--- src/rtl/lb_pkg.sv ---
package lb_pkg;

    typedef enum logic [4:0] {
        ST_IDLE,
        ST_CAP_RD,
        ST_CAP_WR,
        ST_LINK1,
        ST_UP_RD,
        ST_UP_WR,
        ST_SPD_RD,
        ST_SPD_WR,
        ST_POLL,
        ST_GAP,
        ST_LINK2,
        ST_GEN_RD,
        ST_REC_RD1,
        ST_REC_WR1,
        ST_REC_WAIT,
        ST_REC_RD2,
        ST_REC_WR2,
        ST_FINISH
    } lb_state_e;

    typedef enum logic [1:0] {
        CAUSE_NONE  = 2'd0,
        CAUSE_LINK1 = 2'd1,
        CAUSE_SPEED = 2'd2,
        CAUSE_LINK2 = 2'd3
    } lb_cause_e;

    // controller register offsets
    localparam int ADDR_SPEED_CAP = 'h07C;
    localparam int ADDR_LINK_STAT = 'h080;
    localparam int ADDR_PHY_DEBUG = 'h72C;
    localparam int ADDR_SPD_CTRL  = 'h80C;
    // PHY receiver override register
    localparam int ADDR_RX_OVR    = 'h1005;

    // bit positions
    localparam int BIT_LINK_UP  = 4;
    localparam int BIT_TRAINING = 29;
    localparam int BIT_SPD_CHG  = 17;
    localparam int LSB_GEN      = 16;
    localparam int BIT_RX_DATA  = 5;
    localparam int BIT_RX_PLL   = 3;

    localparam logic [3:0] CAP_GEN1 = 4'd1;
    localparam logic [3:0] CAP_GEN2 = 4'd2;

endpackage

--- src/rtl/lb_timer.sv ---
module lb_timer #(
    parameter int W = 8
) (
    input  logic         clk,
    input  logic         rst_n,
    input  logic         load,
    input  logic [W-1:0] val,
    output logic         zero
);
    logic [W-1:0] cnt_d, cnt_q;

    always_comb begin
        cnt_d = cnt_q;
        if (load) begin
            cnt_d = val;
        end else if (cnt_q != '0) begin
            cnt_d = cnt_q - 1'b1;
        end
    end

    always_ff @(posedge clk) begin
        if (!rst_n) begin
            cnt_q <= '0;
        end else begin
            cnt_q <= cnt_d;
        end
    end

    assign zero = (cnt_q == '0);

endmodule

--- src/rtl/lb_field_merge.sv ---
module lb_field_merge #(
    parameter int W = 32
) (
    input  logic [W-1:0] base,
    input  logic [W-1:0] clr_mask,
    input  logic [W-1:0] set_mask,
    output logic [W-1:0] merged
);
    always_comb begin
        merged = (base & ~clr_mask) | set_mask;
    end
endmodule

--- src/rtl/lb_link_trainer.sv ---
module lb_link_trainer
    import lb_pkg::*;
#(
    parameter int LINK_TIMEOUT = 400,
    parameter int POLL_MAX     = 200,
    parameter int POLL_GAP     = 20,
    parameter int RECOV_WAIT   = 300,
    parameter int AW           = 12,
    parameter int DW           = 32,
    parameter int PAW          = 16,
    parameter int PDW          = 16
) (
    input  logic           clk,
    input  logic           rst_n,
    input  logic           start,
    output logic           reg_req,
    output logic           reg_we,
    output logic [AW-1:0]  reg_addr,
    output logic [DW-1:0]  reg_wdata,
    input  logic           reg_ack,
    input  logic [DW-1:0]  reg_rdata,
    output logic           ltssm_en,
    output logic           phy_req,
    output logic           phy_we,
    output logic [PAW-1:0] phy_addr,
    output logic [PDW-1:0] phy_wdata,
    input  logic           phy_ack,
    input  logic [PDW-1:0] phy_rdata,
    output logic           done,
    output logic           error,
    output logic [1:0]     err_cause,
    output logic [3:0]     link_gen
);
    localparam int TMAX_A = (LINK_TIMEOUT > POLL_GAP) ? LINK_TIMEOUT : POLL_GAP;
    localparam int TMAX   = (TMAX_A > RECOV_WAIT) ? TMAX_A : RECOV_WAIT;
    localparam int TW     = $clog2(TMAX + 1);
    localparam int PCW    = $clog2(POLL_MAX + 1);

    typedef struct packed {
        lb_state_e        st;
        logic [DW-1:0]    wdata;
        logic [PDW-1:0]   pwdata;
        logic             ltssm;
        logic             done;
        logic             err;
        lb_cause_e        cause;
        logic [3:0]       gen;
        logic [PCW-1:0]   polls;
    } ctl_t;

    ctl_t c_d, c_q;

    logic           lnk_load, lnk_zero;
    logic           wt_load, wt_zero;
    logic [TW-1:0]  wt_val;
    logic [DW-1:0]  r_clr, r_set, r_merged;
    logic [PDW-1:0] p_clr, p_set, p_merged;
    logic [PCW-1:0] poll_nxt;
    logic           link_good;

    assign poll_nxt  = c_q.polls + 1'b1;
    assign link_good = reg_rdata[BIT_LINK_UP] && !reg_rdata[BIT_TRAINING];

    // link-up window timer
    lb_timer #(.W(TW)) u_lnk_tmr (
        .clk  (clk),
        .rst_n(rst_n),
        .load (lnk_load),
        .val  (TW'(LINK_TIMEOUT)),
        .zero (lnk_zero)
    );

    // poll spacing / recovery hold timer
    lb_timer #(.W(TW)) u_wait_tmr (
        .clk  (clk),
        .rst_n(rst_n),
        .load (wt_load),
        .val  (wt_val),
        .zero (wt_zero)
    );

    lb_field_merge #(.W(DW)) u_reg_merge (
        .base    (reg_rdata),
        .clr_mask(r_clr),
        .set_mask(r_set),
        .merged  (r_merged)
    );

    lb_field_merge #(.W(PDW)) u_phy_merge (
        .base    (phy_rdata),
        .clr_mask(p_clr),
        .set_mask(p_set),
        .merged  (p_merged)
    );

    // field masks for each read-modify-write, chosen by state
    always_comb begin
        r_clr = '0;
        r_set = '0;
        p_clr = '0;
        p_set = '0;
        case (c_q.st)
            ST_CAP_RD: begin
                r_clr = DW'(4'hF);
                r_set = DW'(CAP_GEN1);
            end
            ST_UP_RD: begin
                r_clr = DW'(4'hF);
                r_set = DW'(CAP_GEN2);
            end
            ST_SPD_RD: begin
                r_set = DW'(1) << BIT_SPD_CHG;
            end
            ST_REC_RD1: begin
                p_set = (PDW'(1) << BIT_RX_DATA) | (PDW'(1) << BIT_RX_PLL);
            end
            ST_REC_RD2: begin
                p_clr = (PDW'(1) << BIT_RX_DATA) | (PDW'(1) << BIT_RX_PLL);
            end
            default: ;
        endcase
    end

    // next-state computation
    always_comb begin
        c_d      = c_q;
        lnk_load = 1'b0;
        wt_load  = 1'b0;
        wt_val   = TW'(POLL_GAP);
        case (c_q.st)
            ST_IDLE, ST_FINISH: begin
                if (start) begin
                    c_d.st    = ST_CAP_RD;
                    c_d.ltssm = 1'b0;
                    c_d.done  = 1'b0;
                    c_d.err   = 1'b0;
                    c_d.cause = CAUSE_NONE;
                    c_d.gen   = '0;
                    c_d.polls = '0;
                end
            end
            ST_CAP_RD: if (reg_ack) begin
                c_d.wdata = r_merged;
                c_d.st    = ST_CAP_WR;
            end
            ST_CAP_WR: if (reg_ack) begin
                c_d.ltssm = 1'b1;
                lnk_load  = 1'b1;
                c_d.st    = ST_LINK1;
            end
            ST_LINK1: if (reg_ack) begin
                if (link_good) begin
                    c_d.st = ST_UP_RD;
                end else if (lnk_zero) begin
                    c_d.cause = CAUSE_LINK1;
                    c_d.st    = ST_REC_RD1;
                end
            end
            ST_UP_RD: if (reg_ack) begin
                c_d.wdata = r_merged;
                c_d.st    = ST_UP_WR;
            end
            ST_UP_WR: if (reg_ack) begin
                c_d.st = ST_SPD_RD;
            end
            ST_SPD_RD: if (reg_ack) begin
                c_d.wdata = r_merged;
                c_d.st    = ST_SPD_WR;
            end
            ST_SPD_WR: if (reg_ack) begin
                c_d.polls = '0;
                c_d.st    = ST_POLL;
            end
            ST_POLL: if (reg_ack) begin
                if (!reg_rdata[BIT_SPD_CHG]) begin
                    lnk_load = 1'b1;
                    c_d.st   = ST_LINK2;
                end else begin
                    c_d.polls = poll_nxt;
                    if (poll_nxt >= PCW'(POLL_MAX)) begin
                        c_d.cause = CAUSE_SPEED;
                        c_d.st    = ST_REC_RD1;
                    end else begin
                        wt_load = 1'b1;
                        wt_val  = TW'(POLL_GAP);
                        c_d.st  = ST_GAP;
                    end
                end
            end
            ST_GAP: if (wt_zero) begin
                c_d.st = ST_POLL;
            end
            ST_LINK2: if (reg_ack) begin
                if (link_good) begin
                    c_d.st = ST_GEN_RD;
                end else if (lnk_zero) begin
                    c_d.cause = CAUSE_LINK2;
                    c_d.st    = ST_REC_RD1;
                end
            end
            ST_GEN_RD: if (reg_ack) begin
                c_d.gen  = reg_rdata[LSB_GEN +: 4];
                c_d.done = 1'b1;
                c_d.st   = ST_FINISH;
            end
            ST_REC_RD1: if (phy_ack) begin
                c_d.pwdata = p_merged;
                c_d.st     = ST_REC_WR1;
            end
            ST_REC_WR1: if (phy_ack) begin
                wt_load = 1'b1;
                wt_val  = TW'(RECOV_WAIT);
                c_d.st  = ST_REC_WAIT;
            end
            ST_REC_WAIT: if (wt_zero) begin
                c_d.st = ST_REC_RD2;
            end
            ST_REC_RD2: if (phy_ack) begin
                c_d.pwdata = p_merged;
                c_d.st     = ST_REC_WR2;
            end
            ST_REC_WR2: if (phy_ack) begin
                c_d.done = 1'b1;
                c_d.err  = 1'b1;
                c_d.st   = ST_FINISH;
            end
            default: c_d.st = ST_IDLE;
        endcase
    end

    always_ff @(posedge clk) begin
        if (!rst_n) begin
            c_q <= '{st: ST_IDLE, cause: CAUSE_NONE, default: '0};
        end else begin
            c_q <= c_d;
        end
    end

    // bus drive, decoded from the registered state
    always_comb begin
        reg_req  = 1'b0;
        reg_we   = 1'b0;
        reg_addr = '0;
        phy_req  = 1'b0;
        phy_we   = 1'b0;
        phy_addr = '0;
        case (c_q.st)
            ST_CAP_RD, ST_UP_RD: begin
                reg_req  = 1'b1;
                reg_addr = AW'(ADDR_SPEED_CAP);
            end
            ST_CAP_WR, ST_UP_WR: begin
                reg_req  = 1'b1;
                reg_we   = 1'b1;
                reg_addr = AW'(ADDR_SPEED_CAP);
            end
            ST_LINK1, ST_LINK2: begin
                reg_req  = 1'b1;
                reg_addr = AW'(ADDR_PHY_DEBUG);
            end
            ST_SPD_RD, ST_POLL: begin
                reg_req  = 1'b1;
                reg_addr = AW'(ADDR_SPD_CTRL);
            end
            ST_SPD_WR: begin
                reg_req  = 1'b1;
                reg_we   = 1'b1;
                reg_addr = AW'(ADDR_SPD_CTRL);
            end
            ST_GEN_RD: begin
                reg_req  = 1'b1;
                reg_addr = AW'(ADDR_LINK_STAT);
            end
            ST_REC_RD1, ST_REC_RD2: begin
                phy_req  = 1'b1;
                phy_addr = PAW'(ADDR_RX_OVR);
            end
            ST_REC_WR1, ST_REC_WR2: begin
                phy_req  = 1'b1;
                phy_we   = 1'b1;
                phy_addr = PAW'(ADDR_RX_OVR);
            end
            default: ;
        endcase
    end

    assign reg_wdata = c_q.wdata;
    assign phy_wdata = c_q.pwdata;
    assign ltssm_en  = c_q.ltssm;
    assign done      = c_q.done;
    assign error     = c_q.err;
    assign err_cause = c_q.cause;
    assign link_gen  = c_q.gen;

    // ---------------- assertions ----------------
    AST_REG_HOLD: assert property (@(posedge clk) disable iff (!rst_n)
        (reg_req && !reg_ack) |=> (reg_req && $stable(reg_addr) && $stable(reg_we) && $stable(reg_wdata)));

    AST_PHY_HOLD: assert property (@(posedge clk) disable iff (!rst_n)
        (phy_req && !phy_ack) |=> (phy_req && $stable(phy_addr) && $stable(phy_we) && $stable(phy_wdata)));

    AST_BUS_EXCL: assert property (@(posedge clk) disable iff (!rst_n)
        !(reg_req && phy_req));

    AST_ERR_NEEDS_DONE: assert property (@(posedge clk) disable iff (!rst_n)
        error |-> done);

    AST_LTSSM_HELD: assert property (@(posedge clk) disable iff (!rst_n)
        (ltssm_en && !done) |=> ltssm_en);

    AST_CLEAN_SUCCESS: assert property (@(posedge clk) disable iff (!rst_n)
        (done && !error) |-> (err_cause == 2'd0 && !phy_req));

    AST_IDLE_QUIET: assert property (@(posedge clk) disable iff (!rst_n)
        done |-> (!reg_req && !phy_req));

endmodule

--- config.mk ---
export PLATFORM = sky130hd
export DESIGN_NAME = lb_link_trainer
export DESIGN_NICKNAME = d
export VERILOG_FILES = /design/src/rtl/lb_pkg.sv /design/src/rtl/lb_timer.sv /design/src/rtl/lb_field_merge.sv /design/src/rtl/lb_link_trainer.sv
export SDC_FILE = /design/constraint.sdc
export NUM_CORES = 1
export LEC_CHECK = 0
export ABC_AREA = 1
export BUFFER_PORTS_ARGS = -buffer_cell sky130_fd_sc_hd__buf_2
export CAP_MARGIN = 20
export CORE_AREA = 2 2 108 110
export DETAILED_ROUTE_END_ITERATION = 8
export DIE_AREA = 0 0 110 112
export PLACE_DENSITY = 0.88
export SLEW_MARGIN = 0
export SYNTH_ARGS = -nofsm -noshare
export SYNTH_HDL_FRONTEND = slang
export SYNTH_HIERARCHICAL = 1
export SYNTH_SLANG_ARGS = --single-unit
--- constraint.sdc ---
create_clock -name clk -period 2.7 [get_ports clk]
set_clock_uncertainty 0.05 [all_clocks]
set_input_delay 0.405 -clock clk [delete_from_list [all_inputs] [get_ports clk]]
set_output_delay 0.405 -clock clk [all_outputs]
set_load 0.01 [all_outputs]
==> results.json, run 1 <==
{
  "synth_simple_gate_area_share_pct": 36.88,
  "regArea_um2": 1762,
  "setup_viol_count_final": 0,
  "synth-xor-area-share_pct": 0.2942,
  "grt_max_degree": 33,
  "clkPwrFrac_pct": 22.4,
  "n_antenna_cell": 0,
  "grt_pass1_vias": 4956,
  "fin_crit_sh_pct": 89.57,
  "fp-row-count": 39,
  "antenna_found_initial": 0,
  "yosys_warnings": 6,
  "grt_pass1_wl_um": 21520,
  "maxSlewHeadroom_pct": 62.89,
  "clock-sinks": 88,
  "clkTransAtPathRegs_ps": 60,
  "post-place-ws_ps": 427.8,
  "worstHoldEndpoint": "link_gen[3]",
  "seq_area_frac_synth_pct": 29.59,
  "multi_input_area_um2": 3311,
  "switching_power_mw": 2.257,
  "required_ps": 2250,
  "power_leakage_nw": 3.448,
  "fmax_mhz": 413.5,
  "yosysUniqueCellTypes": 38,
  "routed_via_density": 4.468,
  "crit_type": "reg -> out",
  "io_pins": 142,
  "routed_wl_um": 12740,
  "synthAdderAreaFrac_pct": 0.8405,
  "hold_viol": 0,
  "syn-instance-count": 938,
  "io_buffers": 126,
  "clock_latency_ps": 340,
  "synthMuxAreaShare_pct": 0,
  "p_per_area_nw_per_um2": 795.1,
  "p_sw_share_pct": 41.63,
  "worstReg2RegStart": "c_q[0]",
  "syn_to_final_growth_pct": 14.52,
  "synth_area_per_cell_um2": 6.348,
  "hpwl_um": 9800,
  "cap_violations": 0,
  "rsz0062_at_grt": "no",
  "critPathMaxFanout": 8,
  "cts_tree": "built",
  "cp.arrival_ps": 1960,
  "drtPass1Iterations": 5,
  "end_kind": "output port",
  "postCtsSetupRepairBufs": 0,
  "intPower_mw": 3.165,
  "holdPathStages": 3,
  "die_h_um": 112,
  "cts_htree_levels": 3,
  "hold_buffers": 0,
  "worstSetupStartpointType": "register",
  "reg2reg_depth": 13,
  "tns_ps": 0,
  "hold_class": "in -> reg",
  "core_area_um2": 11170,
  "cts_made_buffers": 9,
  "start_util_pct": 53.29,
  "grt.overflow.total": 0,
  "routedWlPerCell_um": 10.24,
  "worst_slack_ps": 281.5,
  "ant_nets": 0,
  "finalMaxSlewViolations": 0,
  "tightest_slew_ps": 555.8,
  "cts_resized": 0,
  "gp_congestion": 0.9344,
  "fin_crit_ps": 2418,
  "synth_top_family_by_area": "simple AND/OR/NAND/NOR gates",
  "grt.total_usage_pct": 21.62,
  "final_nets": 1154,
  "outcome": "completed",
  "min-delay-start": "reg_rdata[19]",
  "seqPwrFrac_pct": 32.2,
  "regToRegEndpoint": "u_wait_tmr/cnt_q[5]",
  "drt_iter0_drc": 324,
  "syn_area_um2": 5954,
  "die_x_um": 110,
  "nFillCells": 1051,
  "die-area_um2": 12320,
  "ir_drop_uv": 404.2,
  "synth_compound_area_share_pct": 10.40,
  "drc_errors": 0,
  "drive_above_1_share_pct": 19.26,
  "ys_seq_elements": 88,
  "r2r_slack_ps": 390,
  "root_buffer": "clkbuf_16",
  "p_comb_share_pct": 45.4,
  "vias": 5558,
  "max-clock-path-buffers": 2
}
## synthesized netlist by cell type
cell      number  share of area, %
xor2_1         2              0.29
nor2_1       149               9.4
nand2_2        9              0.95
ha_1           4              0.84
o21ai_0       64               5.4
dfxtp_1       88                30
o21ai_2        3              0.44
o21ai_4        2              0.55
nor2_4         8               1.5
nand3_2        6               1.0
or2_0          2              0.21
or2_2          2              0.21
inv_2         10              0.63
nand4_1        7              0.74
nand2_4       10               1.9
clkbuf_1       7              0.44
nor3_1         3              0.25
nor3_2         1              0.17
o211ai_1       2              0.25
buf_6          5              0.95
nand3b_1       8               1.0
o211a_1        1              0.17
o21ai_1        4              0.34
nor2_8         3               1.0
nand2_1      217                14
buf_4         78               9.8
buf_2          6              0.50
nor2_2         7              0.74
conb_1         2              0.13
nor3b_1        1              0.13
inv_1        151               9.5
nand3_4        3              0.88
o31ai_1        1              0.13
nand3_1       37               3.1
a21oi_1       32               2.7
a21oi_2        1              0.15
o211ai_2       1              0.21
o22ai_1        1              0.11
## power groups by stage
stage / clock network [mW] / registers (mW) / logic [mW]
6_report: 1.22 / 1.74 / 2.46
5_1_grt: 1.31 / 1.77 / 2.82
4_1_cts: 1.25 / 1.74 / 2.46
3_5_place_dp: 0 / 1.77 / 2.44
3_3_place_gp: 0 / 1.76 / 2.41
2_1_floorplan: 0 / 1.72 / 2.16
## worst max path at each step
stage	cells past startpoint	slack, ps	start	to
after global placement	13	530	c_q[0]	u_wait_tmr/cnt_q[5]
final	7	280	c_q[66]	reg_addr[2]
after detailed placement	13	430	c_q[0]	u_wait_tmr/cnt_q[5]
after CTS	7	290	c_q[66]	reg_addr[2]
after floorplan	13	690	c_q[0]	u_wait_tmr/cnt_q[5]
after global routing	7	130	c_q[66]	reg_addr[4]
## metal layers
| metal | vias to the layer above | wire (um) | track usage (%) | share of wire, % |
|---|---|---|---|---|
| li1 | 2986 | - | - | - |
| met1 | 2367 | 5550 | 26.59 | 44 |
| met5 | - | 0 | 0 | 0 |
| met3 | 20 | 1008 | 5.445 | 7.9 |
| met2 | 185 | 5950 | 36.20 | 47 |
| met4 | 0 | 229 | 7.595 | 1.8 |
## critical path, cell delays in order, from the launching register on
cell and delay, ps:
dfxtp_1 590, inv_1 160, nor2_1 200, nand3_1 200
nand2_4 190, nor2_4 70, nand3_1 70, buf_2 130
## kinds of logic (layout without fill, tap and decap cells)
logic type      Yosys count  after routing
compound gates          112            112
xor+xnor                  2              2
fa+ha+maj                 4              4
buf+inv                 257            308
flops                    88             88
other cells               2            114
simple gates            473            473
## layout by cell type, fill, tap and decap left out, types with 32 or more instances in the layout
| master | netlist | routed |
|---|---|---|
| nand2_1 | 217 | 217 |
| inv_1 | 151 | 151 |
| nor2_1 | 149 | 149 |
| buf_2 | 6 | 126 |
| conb_1 | 2 | 114 |
| dfxtp_1 | 88 | 88 |
| o21ai_0 | 64 | 64 |
| nand3_1 | 37 | 37 |
| a21oi_1 | 32 | 32 |
## cell type report
type	instances	share of cell area, %
clock inverter	5	0.8624
clock buffer	10	3.358
inverter	161	8.862
tap	143	2.624
multi-input combinational	705	48.55
sequential	88	25.83
timing repair buffer	132	9.908
## stage by stage
step / hold slack, ps / instances / util, % / cell area, um^2 / total power, mW
2_1_floorplan: 393.8 / 1050 / - / 6375 / 3.877
3_3_place_gp: 401.8 / 1229 / 58.45 / 6531 / 4.163
3_5_place_dp: 406.5 / 1229 / 58.45 / 6531 / 4.210
4_1_cts: 283.6 / 1244 / 61.02 / 6819 / 5.449
5_1_grt: 301.1 / 1244 / 61.02 / 6819 / 5.899
6_report: 293.7 / 1244 / 61.02 / 6819 / 5.422
## sequential cells by signal, summed over array words and instances, names as in the netlist
| name | flops |
|---|---|
| c_q | 13 |
| done | 1 |
| err_cause | 2 |
| error | 1 |
| link_gen | 4 |
| ltssm_en | 1 |
| phy_wdata | 16 |
| reg_wdata | 32 |
| u_lnk_tmr/cnt_q | 9 |
| u_wait_tmr/cnt_q | 9 |
Power figures use the tool's default switching activity.
==> run 2, diff against run 1 <==
--- a/config.mk
+++ b/config.mk
@@ -8,12 +8,12 @@
 export ABC_AREA = 1
 export BUFFER_PORTS_ARGS = -buffer_cell sky130_fd_sc_hd__buf_2
 export CAP_MARGIN = 20
-export CORE_AREA = 2 2 108 110
+export CORE_AREA = 2 2 130 132
+export CTS_CLUSTER_DIAMETER = 50
 export DETAILED_ROUTE_END_ITERATION = 8
-export DIE_AREA = 0 0 110 112
-export PLACE_DENSITY = 0.88
+export DIE_AREA = 0 0 132 134
+export PLACE_DENSITY = 0.59
 export SLEW_MARGIN = 0
 export SYNTH_ARGS = -nofsm -noshare
 export SYNTH_HDL_FRONTEND = slang
-export SYNTH_HIERARCHICAL = 1
 export SYNTH_SLANG_ARGS = --single-unit
==> results.json, run 2 <==
{
  "grt_pass1_wl_um": 19270,
  "cts_resized": 0,
  "cap_violations": 0,
  "grt_pass1_vias": 3830,
  "syn_to_final_growth_pct": 13.75,
  "grt_use_met2_pct": 21.47,
  "drtPass1Iterations": 4,
  "finalMaxSlewViolations": 0,
  "synth_area_per_cell_um2": 6.879,
  "holdPathStages": 3,
  "cts_made_buffers": 9,
  "cts_htree_levels": 3,
  "fin_crit_ps": 2483,
  "grt.overflow.total": 0,
  "ys_top_cells_by_count": "nor2_1 (134), nand2_1 (115), dfxtp_1 (88)",
  "final_cell_mix": "nor2_1 (134), buf_2 (124), nand2_1 (115), dfxtp_1 (87), inv_1 (57)",
  "setup_viol_count_final": 0,
  "io_pins": 142,
  "yosys.area.top_type_share_pct": 36.53,
  "grt_busiest_layer": "met2",
  "hpwl_um": 8965,
  "ant_nets": 0,
  "postCtsSetupRepairBufs": 0,
  "end_kind": "output port",
  "fp-row-count": 47,
  "hold_viol": 0,
  "regToRegEndpoint": "reg_wdata[19]",
  "cts_tree": "built",
  "p_per_area_nw_per_um2": 967.2,
  "max-clock-path-buffers": 2,
  "routed_via_density": 4.397,
  "syn_area_um2": 4822,
  "critPathMaxFanout": 7,
  "clock-sinks": 88,
  "outcome": "completed",
  "die_h_um": 134,
  "core_area_um2": 16290,
  "hold_class": "in -> reg",
  "die_x_um": 132,
  "syn-instance-count": 701,
  "final_nets": 818,
  "routedWlPerCell_um": 12.12,
  "crit_type": "reg -> out",
  "use_met1_pct": 17.57,
  "yosys.area.top_type": "dfxtp_1",
  "reg2reg_depth": 10,
  "yosys_warnings": 0,
  "final_cells": 985,
  "synth-edff-count": 0,
  "clkTransAtPathRegs_ps": 70,
  "yosysUniqueCellTypes": 32,
  "yosysMostFrequentCell": "nor2_1",
  "cp-startpoint": "c_q[66]",
  "grt_max_degree": 37,
  "die-area_um2": 17690,
  "grt_use_met3_pct": 3.401,
  "worstReg2RegStart": "c_q[66]",
  "required_ps": 2250,
  "final_common_cell": "nor2_1",
  "start_util_pct": 29.60,
  "gp_congestion": 0.9181,
  "drive_above_1_share_pct": 23.43,
  "maxSlewHeadroom_pct": 51.45,
  "rsz0062_at_grt": "no",
  "hold_buffers": 0,
  "nFillCells": 1755,
  "place_inst": 968,
  "fin_crit_sh_pct": 91.95,
  "clock_latency_ps": 340,
  "ir_drop_uv": 298.5,
  "ys_seq_elements": 88,
  "cp.arrival_ps": 2030,
  "worstSetupStartpointType": "register",
  "vias": 4331,
  "tightest_slew_ps": 727.4,
  "seq_area_frac_synth_pct": 36.53,
  "power_leakage_nw": 2.697,
  "largest_reg_flops": 32,
  "drt_iter0_drc": 224,
  "synthTopCellsByArea": "dfxtp_1 (37%), buf_4 (12%), nor2_1 (10%)",
  "fmax_mhz": 402.8,
  "routed_wl_um": 11940,
  "cp-endpoint": "reg_req",
  "antenna_found_initial": 2,
  "io_buffers": 124,
  "r2r_slack_ps": 650,
  "synthArstFlopShare_pct": 0,
  "grt.total_usage_pct": 13.41,
  "synth_top_flop_cell": "dfxtp_1",
  "root_buffer": "clkbuf_16",
  "drc_errors": 0,
  "tns_ps": 0
}
run 2: changes by cell type in the layout (fill, tap and decap cells not counted), moves of 5 or more:
cell      change
conb_1       -99
inv_1        -94
a21oi_1       +8
nand3b_1      -8
o21ai_1       +7
o21ai_0      -11
nand2_4      -10
nand2_1     -102
nor2_1       -15
nand3_1       +5
run 2: through the flow:
step	utilization [%]	cell area, um^2	worst slack, ps	hold WS [ps]	total power [mW]
CTS	33.65	5482	171.1	245.6	5.366
global placement	31.48	5127	540.5	391.5	3.865
floorplan	-	4875	774.1	391.4	3.528
finish	33.67	5485	217.3	263.0	5.305
detailed placement	31.48	5127	530.5	397.9	3.875
global route	33.66	5483	31.25	263.9	5.742
run 2: area by class of cell:
type	count	area [um^2]	share of cell area, %
Tap cell	220	275.3	5.018
Inverter	65	244.0	4.448
Sequential cell	88	1763	32.14
Timing Repair Buffer	127	643.1	11.72
Antenna cell	1	2.502	0.04562
Multi-Input combinational cell	468	2203	40.17
Clock inverter	6	115.1	2.099
Clock buffer	10	239.0	4.357
run 2: per-layer routing:
metal  up-vias  wire length (um)
met4         2                81
met1      1940              5594
met2       120              5522
met3         7               723
li1       2262                 -
met5         -                13
run 2: worst min path at each step:
stage / start / end / slack (ps)
2_1_floorplan: phy_wdata[3] / phy_wdata[3] / 390
3_3_place_gp: done / done / 390
3_5_place_dp: done / done / 400
4_1_cts: phy_rdata[11] / phy_wdata[11] / 250
5_1_grt: phy_rdata[9] / phy_wdata[9] / 260
6_report: phy_rdata[11] / phy_wdata[11] / 260
run 2: logic make-up (layout without fill, tap and decap cells):
group / Yosys count / in the layout / share of synthesized area [%]
AO/OA/AOI/OAI: 111 / 111 / 11.83
adder cells (fa/ha/maj): 6 / 6 / 1.557
XOR/XNOR: 8 / 8 / 1.453
other: 1 / 16 / 0.07777
AND/OR/NAND/NOR: 328 / 328 / 29.68
buffers and inverters: 159 / 208 / 18.86
flip-flops: 88 / 88 / 36.53
run 2: where the power goes:
part,total (mW),switching [mW],internal (mW)
clock,1.47,0.531,0.935
combinational,2.07,1.31,0.754
sequential,1.77,0.188,1.59
total,5.31,2.03,3.27
run 2: worst max-delay path: stages, from the launching register on:
cell and delay, ps:
dfxtp_1 510, inv_2 110, nor2_4 160, nand3_2 140, o21ai_1 230, inv_1 100
nand2_1 120, nor2_1 80, nand3_1 80, buf_2 140
